==> src/rtl/bprz_pkg.sv <==
package bprz_pkg;

    localparam int unsigned WORD_W_DEF   = 32;
    localparam int unsigned LABEL_W_DEF  = 8;
    localparam int unsigned GAP_BITS_DEF = 4;

    typedef enum logic [1:0] {
        ST_IDLE = 2'd0,
        ST_ARM  = 2'd1,
        ST_SEND = 2'd2,
        ST_GAP  = 2'd3
    } tx_state_e;

endpackage

==> src/rtl/bprz_frame_builder.sv <==
module bprz_frame_builder #(
    parameter int unsigned WORD_W  = bprz_pkg::WORD_W_DEF,
    parameter int unsigned LABEL_W = bprz_pkg::LABEL_W_DEF
) (
    input  logic [WORD_W-1:0] word_i,
    input  logic              parity_en_i,
    output logic [WORD_W-1:0] serial_o
);

    logic [WORD_W-1:0] with_par;
    logic              odd_fill;

    // Top bit chosen so that the whole word has an odd count of ones.
    assign odd_fill = ~(^word_i[WORD_W-2:0]);

    always_comb begin
        with_par = word_i;
        if (parity_en_i) begin
            with_par[WORD_W-1] = odd_fill;
        end
    end

    // serial_o[k] is the k-th bit to reach the line.
    for (genvar g = 0; g < WORD_W; g++) begin : g_order
        if (g < LABEL_W) begin : g_label
            assign serial_o[g] = with_par[LABEL_W-1-g];
        end else begin : g_body
            assign serial_o[g] = with_par[g];
        end
    end

endmodule

==> src/rtl/bprz_bit_sequencer.sv <==
module bprz_bit_sequencer #(
    parameter int unsigned WORD_W   = bprz_pkg::WORD_W_DEF,
    parameter int unsigned GAP_BITS = bprz_pkg::GAP_BITS_DEF
) (
    input  logic              clk,
    input  logic              rst_n,
    input  logic              half_tick,
    input  logic              load_i,
    input  logic [WORD_W-1:0] frame_i,
    output logic              idle_o,
    output logic              active_o,
    output logic              bit_o
);
    import bprz_pkg::*;

    localparam int unsigned GAP_HALVES = 2 * GAP_BITS;
    localparam int unsigned BIT_CW     = $clog2(WORD_W);
    localparam int unsigned GAP_CW     = (GAP_HALVES > 1) ? $clog2(GAP_HALVES) : 1;
    localparam logic [BIT_CW-1:0] LAST_BIT = BIT_CW'(WORD_W - 1);
    localparam logic [GAP_CW-1:0] LAST_GAP = GAP_CW'(GAP_HALVES - 1);

    typedef struct packed {
        tx_state_e         state;
        logic [WORD_W-1:0] shreg;
        logic              second_half;
        logic [BIT_CW-1:0] bit_cnt;
        logic [GAP_CW-1:0] gap_cnt;
    } seq_t;

    seq_t s_d, s_q;

    always_comb begin
        s_d = s_q;
        unique case (s_q.state)
            ST_IDLE: begin
                if (load_i) begin
                    s_d.shreg = frame_i;
                    s_d.state = ST_ARM;
                end
            end
            ST_ARM: begin
                // Wait for a tick so the first half is a full interval.
                if (half_tick) begin
                    s_d.state       = ST_SEND;
                    s_d.second_half = 1'b0;
                    s_d.bit_cnt     = '0;
                end
            end
            ST_SEND: begin
                if (half_tick) begin
                    if (!s_q.second_half) begin
                        s_d.second_half = 1'b1;
                    end else begin
                        s_d.second_half = 1'b0;
                        s_d.shreg       = {1'b0, s_q.shreg[WORD_W-1:1]};
                        if (s_q.bit_cnt == LAST_BIT) begin
                            s_d.state   = ST_GAP;
                            s_d.gap_cnt = '0;
                        end else begin
                            s_d.bit_cnt = s_q.bit_cnt + 1'b1;
                        end
                    end
                end
            end
            ST_GAP: begin
                if (half_tick) begin
                    if (s_q.gap_cnt == LAST_GAP) begin
                        s_d.state = ST_IDLE;
                    end else begin
                        s_d.gap_cnt = s_q.gap_cnt + 1'b1;
                    end
                end
            end
            default: s_d.state = ST_IDLE;
        endcase
    end

    always_ff @(posedge clk) begin
        if (!rst_n) begin
            s_q.state       <= ST_IDLE;
            s_q.shreg       <= '0;
            s_q.second_half <= 1'b0;
            s_q.bit_cnt     <= '0;
            s_q.gap_cnt     <= '0;
        end else begin
            s_q <= s_d;
        end
    end

    assign idle_o   = (s_q.state == ST_IDLE);
    assign active_o = (s_q.state == ST_SEND) && !s_q.second_half;
    assign bit_o    = s_q.shreg[0];

endmodule

==> src/rtl/bprz_line_encoder.sv <==
module bprz_line_encoder (
    input  logic active_i,
    input  logic bit_i,
    output logic hi_o,
    output logic lo_o
);

    always_comb begin
        hi_o = 1'b0;
        lo_o = 1'b0;
        if (active_i) begin
            hi_o = bit_i;
            lo_o = ~bit_i;
        end
    end

endmodule

==> src/rtl/bprz_word_tx.sv <==
module bprz_word_tx #(
    parameter int unsigned WORD_W   = bprz_pkg::WORD_W_DEF,
    parameter int unsigned LABEL_W  = bprz_pkg::LABEL_W_DEF,
    parameter int unsigned GAP_BITS = bprz_pkg::GAP_BITS_DEF
) (
    input  logic              clk,
    input  logic              rst_n,
    input  logic              half_tick,
    input  logic              parity_en,
    input  logic              in_valid,
    input  logic [WORD_W-1:0] in_word,
    output logic              in_ready,
    output logic              line_hi,
    output logic              line_lo
);

    logic [WORD_W-1:0] frame;
    logic              idle;
    logic              active;
    logic              cur_bit;

    bprz_frame_builder #(
        .WORD_W  (WORD_W),
        .LABEL_W (LABEL_W)
    ) u_frame (
        .word_i      (in_word),
        .parity_en_i (parity_en),
        .serial_o    (frame)
    );

    bprz_bit_sequencer #(
        .WORD_W   (WORD_W),
        .GAP_BITS (GAP_BITS)
    ) u_seq (
        .clk       (clk),
        .rst_n     (rst_n),
        .half_tick (half_tick),
        .load_i    (in_valid && idle),
        .frame_i   (frame),
        .idle_o    (idle),
        .active_o  (active),
        .bit_o     (cur_bit)
    );

    bprz_line_encoder u_enc (
        .active_i (active),
        .bit_i    (cur_bit),
        .hi_o     (line_hi),
        .lo_o     (line_lo)
    );

    assign in_ready = idle;

endmodule

==> config.mk <==
export PLATFORM = sky130hd
export DESIGN_NAME = bprz_word_tx
export DESIGN_NICKNAME = d
export VERILOG_FILES = /design/src/rtl/bprz_pkg.sv /design/src/rtl/bprz_frame_builder.sv /design/src/rtl/bprz_bit_sequencer.sv /design/src/rtl/bprz_line_encoder.sv /design/src/rtl/bprz_word_tx.sv
export SDC_FILE = /design/constraint.sdc
export NUM_CORES = 1
export LEC_CHECK = 0
export BUFFER_PORTS_ARGS = -buffer_cell sky130_fd_sc_hd__buf_2
export CORE_AREA = 8 8 93 95
export CTS_CLUSTER_DIAMETER = 100
export CTS_CLUSTER_SIZE = 25
export DETAILED_ROUTE_END_ITERATION = 12
export DIE_AREA = 0 0 101 103
export SYNTH_ARGS = -nofsm -noshare
export SYNTH_HDL_FRONTEND = slang
export SYNTH_HIERARCHICAL = 1
export SYNTH_SLANG_ARGS = --single-unit
==> constraint.sdc <==
create_clock -name clk -period 3.5 [get_ports clk]
set_input_delay 0.35 -clock clk [delete_from_list [all_inputs] [get_ports clk]]
set_output_delay 0.35 -clock clk [all_outputs]
set_load 0.02 [all_outputs]
After elaboration in Yosys (flattened, before gate mapping)
Cells that the tools add are included.
{"block": "word_totals", "regBits": 43, "out_inout_bits": 3, "word_cells": 57, "input_bits": 37}
{"block": "op_classes", "n_reduce_logical": 13, "n_eq_ne": 14, "bitwise": 2, "mux": 21, "n_addsub": 2}
{"cell": "$mux 34", "n": 2}
{"cell": "$pmux 32 s2", "n": 1}
{"cell": "$mux 43", "n": 1}
{"cell": "$reduce_xor 31->1", "n": 1}
{"cell": "$pmux 6 s2", "n": 1}
{"cell": "$ne 2x2->1 const B", "n": 5}
{"cell": "$mux 3", "n": 3}
{"cell": "$mux 2", "n": 4}
{"cell": "$mux 8", "n": 1}
{"cell": "$ne 2x1->1 const B", "n": 4}
{"cell": "$pmux 2 s4", "n": 1}
{"cell": "$reduce_and 7->1", "n": 1}
{"cell": "$mux 6", "n": 1}
{"cell": "$pmux 3 s2", "n": 1}
{"cell": "$reduce_and 6->1", "n": 1}
{"cell": "$reduce_bool 2->1", "n": 3}
{"cell": "$add 5x1->5 const B", "n": 1}
{"cell": "$eq 5x5->1 const B", "n": 1}
{"cell": "$mux 5", "n": 1}
{"cell": "$reduce_and 5->1", "n": 1}
{"cell": "$eq 2x2->1 const B", "n": 2}
{"cell": "$mux 1", "n": 4}
{"cell": "$reduce_and 4->1", "n": 1}
{"cell": "$add 3x1->3 const B", "n": 1}
{"cell": "other kinds (7)", "n": 9}

Depth between registers and ports, before layout
{"block": "logic_depth", "depth_word": 5, "ltp_mapped": 8, "ltp_nobuf": 7}

Hierarchy
Netlist, hierarchy kept.
{"mod": "bprz_bit_sequencer", "n_inst": 1, "cells_each": 221, "seq_area_each_um2": 860.8, "area_each_um2": 2212.1}
{"mod": "bprz_frame_builder", "n_inst": 1, "cells_each": 59, "seq_area_each_um2": 0.0, "area_each_um2": 531.8}
{"mod": "bprz_line_encoder", "n_inst": 1, "cells_each": 2, "seq_area_each_um2": 0.0, "area_each_um2": 16.3}
{"mod": "bprz_word_tx", "n_inst": 1, "cells_each": 1, "seq_area_each_um2": 0.0, "area_each_um2": 6.3}

Worst setup path before layout
OpenSTA, ideal clock, no wires.
{"block": "synth_path", "path_type": "register to register", "startpoint": "reg u_seq/s_q[3] (netlist name)", "endpoint": "reg u_seq/s_q[6] (netlist name)", "path_buffers": 1, "t_arrival_ns": 1.756, "required_time_ns": 3.428, "synth_period_minus_slack_ns": 1.829, "path_stages_with_launch": 8, "slack_ns": 1.671, "setup_ns": 0.072, "path_cell_list": "dfxtp_1 -> ha_1 -> and3_1 -> ha_1 -> and4b_1 -> clkbuf_1 -> or3b_1 -> a21oi_1"}
{"block": "synth_via", "elab_chain_cells": 5, "word_cells_on_any_way": 8, "cone_classes": "add/sub (1); eq/ne (2); mux (4); reduce/logical (1)"}
{"item": "from (decl)", "line_no": "bprz_bit_sequencer.sv:30", "source": "seq_t s_d, s_q;"}
{"item": "$add 5x1->5", "line_no": "bprz_bit_sequencer.sv:60", "source": "s_d.bit_cnt = s_q.bit_cnt + 1'b1;"}
{"item": "$mux 5", "line_no": "bprz_bit_sequencer.sv:56", "source": "if (s_q.bit_cnt == LAST_BIT) begin"}
{"item": "$mux 8", "line_no": "bprz_bit_sequencer.sv:51", "source": "if (!s_q.second_half) begin"}
{"item": "$mux 43", "line_no": "bprz_bit_sequencer.sv:50", "source": "if (half_tick) begin"}
{"item": "$pmux 6 s2", "line_no": "bprz_bit_sequencer.sv:34", "source": "unique case (s_q.state)"}
Several ways; a longest one is shown, not always the timed one. The select of a mux whose other input is x is not followed.
A chain may end at the register's enable or synchronous reset.

Final worst setup path
{"block": "layout_path", "startpoint": "reg u_seq/s_q[41] (netlist name)", "endpoint": "out line_hi"}
{"block": "layout_via", "elab_chain_cells": 3}
{"item": "$eq 2x2->1", "line_no": "bprz_bit_sequencer.sv:91", "source": "assign active_o = (s_q.state == ST_SEND) && !s_q.second_half;"}
{"item": "$logic_and 1x1->1", "line_no": "bprz_bit_sequencer.sv:91"}
{"item": "named net active", "line_no": "bprz_word_tx.sv:19", "source": "logic active;"}
{"item": "$mux 1", "line_no": "bprz_line_encoder.sv:11", "source": "if (active_i) begin"}
{"item": "to (decl)", "line_no": "bprz_word_tx.sv:13", "source": "output logic line_hi,"}
The timed path passes the listed nets, and every way through them passes these cells.

==> impl_metrics.toml <==
[routing]
vias = 1798
routed_wl_um = 4970
drtIter0Drc = 102
vias_per_cell = 4.69
drcViolationCount = 0
first_pass_iters = 4
wl_per_cell_um = 13.0
drtAntennaViolNets = 0

[sta]
fmax_ghz = 0.401
slew_headroom = 0.522
rsz0062_at_grt = "false"
tns_ns = 0
hold_viol_final = 0
tightest_slew_ns = 0.717
post-route-period-util = 0.713
maxSlewViolCount = 0
setup_viol = 0
final.min_clock_period_ns = 2.50
skew_ns = 0.0111

[clock_network]
cts_buffer_depth = 2
cts_tree = "done"
postCtsHoldBufs = 0
cts-root-buf = "clkbuf_8"
postCtsSetupBuffers = 0
cts_sinks = 43
clk_pin_slew_ns = 0.08
clkLatencyLatePin_ns = 0.30
h-tree-depth = 2
postCtsResizedCells = 0
cts_buffers = 5

[cells_and_area]
layout_common_cells = "43 x dfxtp_1, 39 x buf_2, 37 x nor2_1"
syn_to_final_growth_pct = 3.53
utilization = 0.401
drive_gt1_frac = 0.296
diodes = 0
fin_cells = 383
layout.nets = 328
final_common_cell = "dfxtp_1"

[global_routing]
grt_util_all_layers = 0.102
grt_pass1_wl_um = 8510
grt_pass1_vias = 1818
grt_overflow_total = 0
antenna_found_initial = 0
grt_max_degree = 65

[setup_path]
cp.arrival_ns = 2.15
critPathMostFrequentCell = "inv_1"
critPathKind = "reg2out"
required_ns = 3.15
cp-start-kind = "register"
worstReg2RegStart = "u_seq/s_q[41]"
end_kind = "output pin"
cpPeakStageDelay_ns = 0.50
cp_slowest_cell = "buf_4"
crit_fanout = 41
worstSetupStartpoint = "u_seq/s_q[41]"
worstPathCellList = "inv_1 -> ha_2 -> buf_4 -> inv_1 -> nor2_1 -> and2_2 -> buf_2"

[place]
dp_hpwl_um = 3570
place_congestion = 0.710
port_buffers = 39
dp_cells = 375

[logic_synthesis]
syn_nets = 328
synthCells = 283
ys.flop_type = "dfxtp_1"
yosysWarningCount = 6
synth_edf_count = 0
synth.distinct_cells = 37
syn_area_um2 = 2770
avgSynthCellArea_um2 = 9.78
ys_seq_elements = 43
ys_seq_area_frac = 0.311
async_reset_ff_frac = 0

[die]
rows = 31
die_w_um = 101
start_util = 0.388
core_um2 = 7140
die_h_um = 103
die_area_um2 = 10400
ios = 40

[pwr]
ir_drop_mv = 0.383
powerDensity_nw_per_um2 = 829
p_leak_nw = 1.08

[run_status]
outcome = "completed"

[run]
maxCapViolCount = 0

[min_path]
min_path_type = "in2reg"
min_from = "rst_n"
area by class of cell:
type	count	area, µm²
Tap cell	99	124
Sequential cell	43	861
Clock inverter	2	16.3
Multi-Input combinational cell	187	1550
Clock buffer	6	82.6
Fill cell	739	4270
Timing Repair Buffer	42	218
Inverter	4	15.0
worst max-delay path, delay by kind of cell, from the launching register on:
kind          cells  cell delay, ns
fa+ha+maj         1            0.18
simple gates      2            0.35
flops             1            0.35
buf+inv           4            0.94
power by group:
part	switching, mW	internal (mW)
Sequential	0.0796	0.643
Combinational	0.763	0.551
Clock	0.176	0.161
synthesized netlist by cell type, drive strengths merged, types with 2 or more instances:
cell	count	area, µm²
nor2b	2	12.5
and2	3	20.0
a211oi	32	393
dfxtp	43	861
inv	4	15.0
xnor3	4	90.1
o21ai	4	20.0
xnor2	20	183
a21oi	8	40.0
buf	45	330
clkbuf	4	15.0
nand2	13	51.3
mux2i	36	360
ha	8	100
nor2	37	139
xor2	2	17.5
nand3	7	35.0
worst paths after layout:
check / end / slack, ns / cells after the start
setup / recovery: line_hi / 1.00 / 7
hold / removal: u_seq/s_q[0] / 0.38 / 3
setup reg to reg: u_seq/s_q[29] / 1.23 / 7
hold reg to reg: u_seq/s_q[7] / 0.47 / 2
cell families after synthesis:
kind of cell             synth area share
AND/OR/NAND/NOR                     0.112
buffers and inverters               0.130
AO/OA/AOI/OAI                       0.175
flip-flops                          0.311
multiplexers                        0.130
XOR/XNOR                            0.105
adder cells (fa/ha/maj)            0.0362
per-layer routing:
layer,share of wire,track usage
met2,0.44,0.159
met5,0,0
met3,0.065,0.0378
met1,0.48,0.127
met4,0.014,0.0378
metrics by stage:
step | power (mW) | area, µm² | worst slack, ns | hold WS [ns]
floorplan | 1.99 | 2770 | 1.67 | 0.436
global placement | 2.03 | 2770 | 1.29 | 0.447
detailed placement | 2.06 | 2770 | 1.22 | 0.450
CTS | 2.41 | 2860 | 0.982 | 0.369
global route | 2.59 | 2860 | 0.836 | 0.387
finish | 2.37 | 2860 | 1.00 | 0.379
state kept, by name, indices dropped and copies added, names as in the netlist:
name	flops
u_seq/bit_o	1
u_seq/s_q	42
No activity file was read; power rests on OpenSTA's default activity.
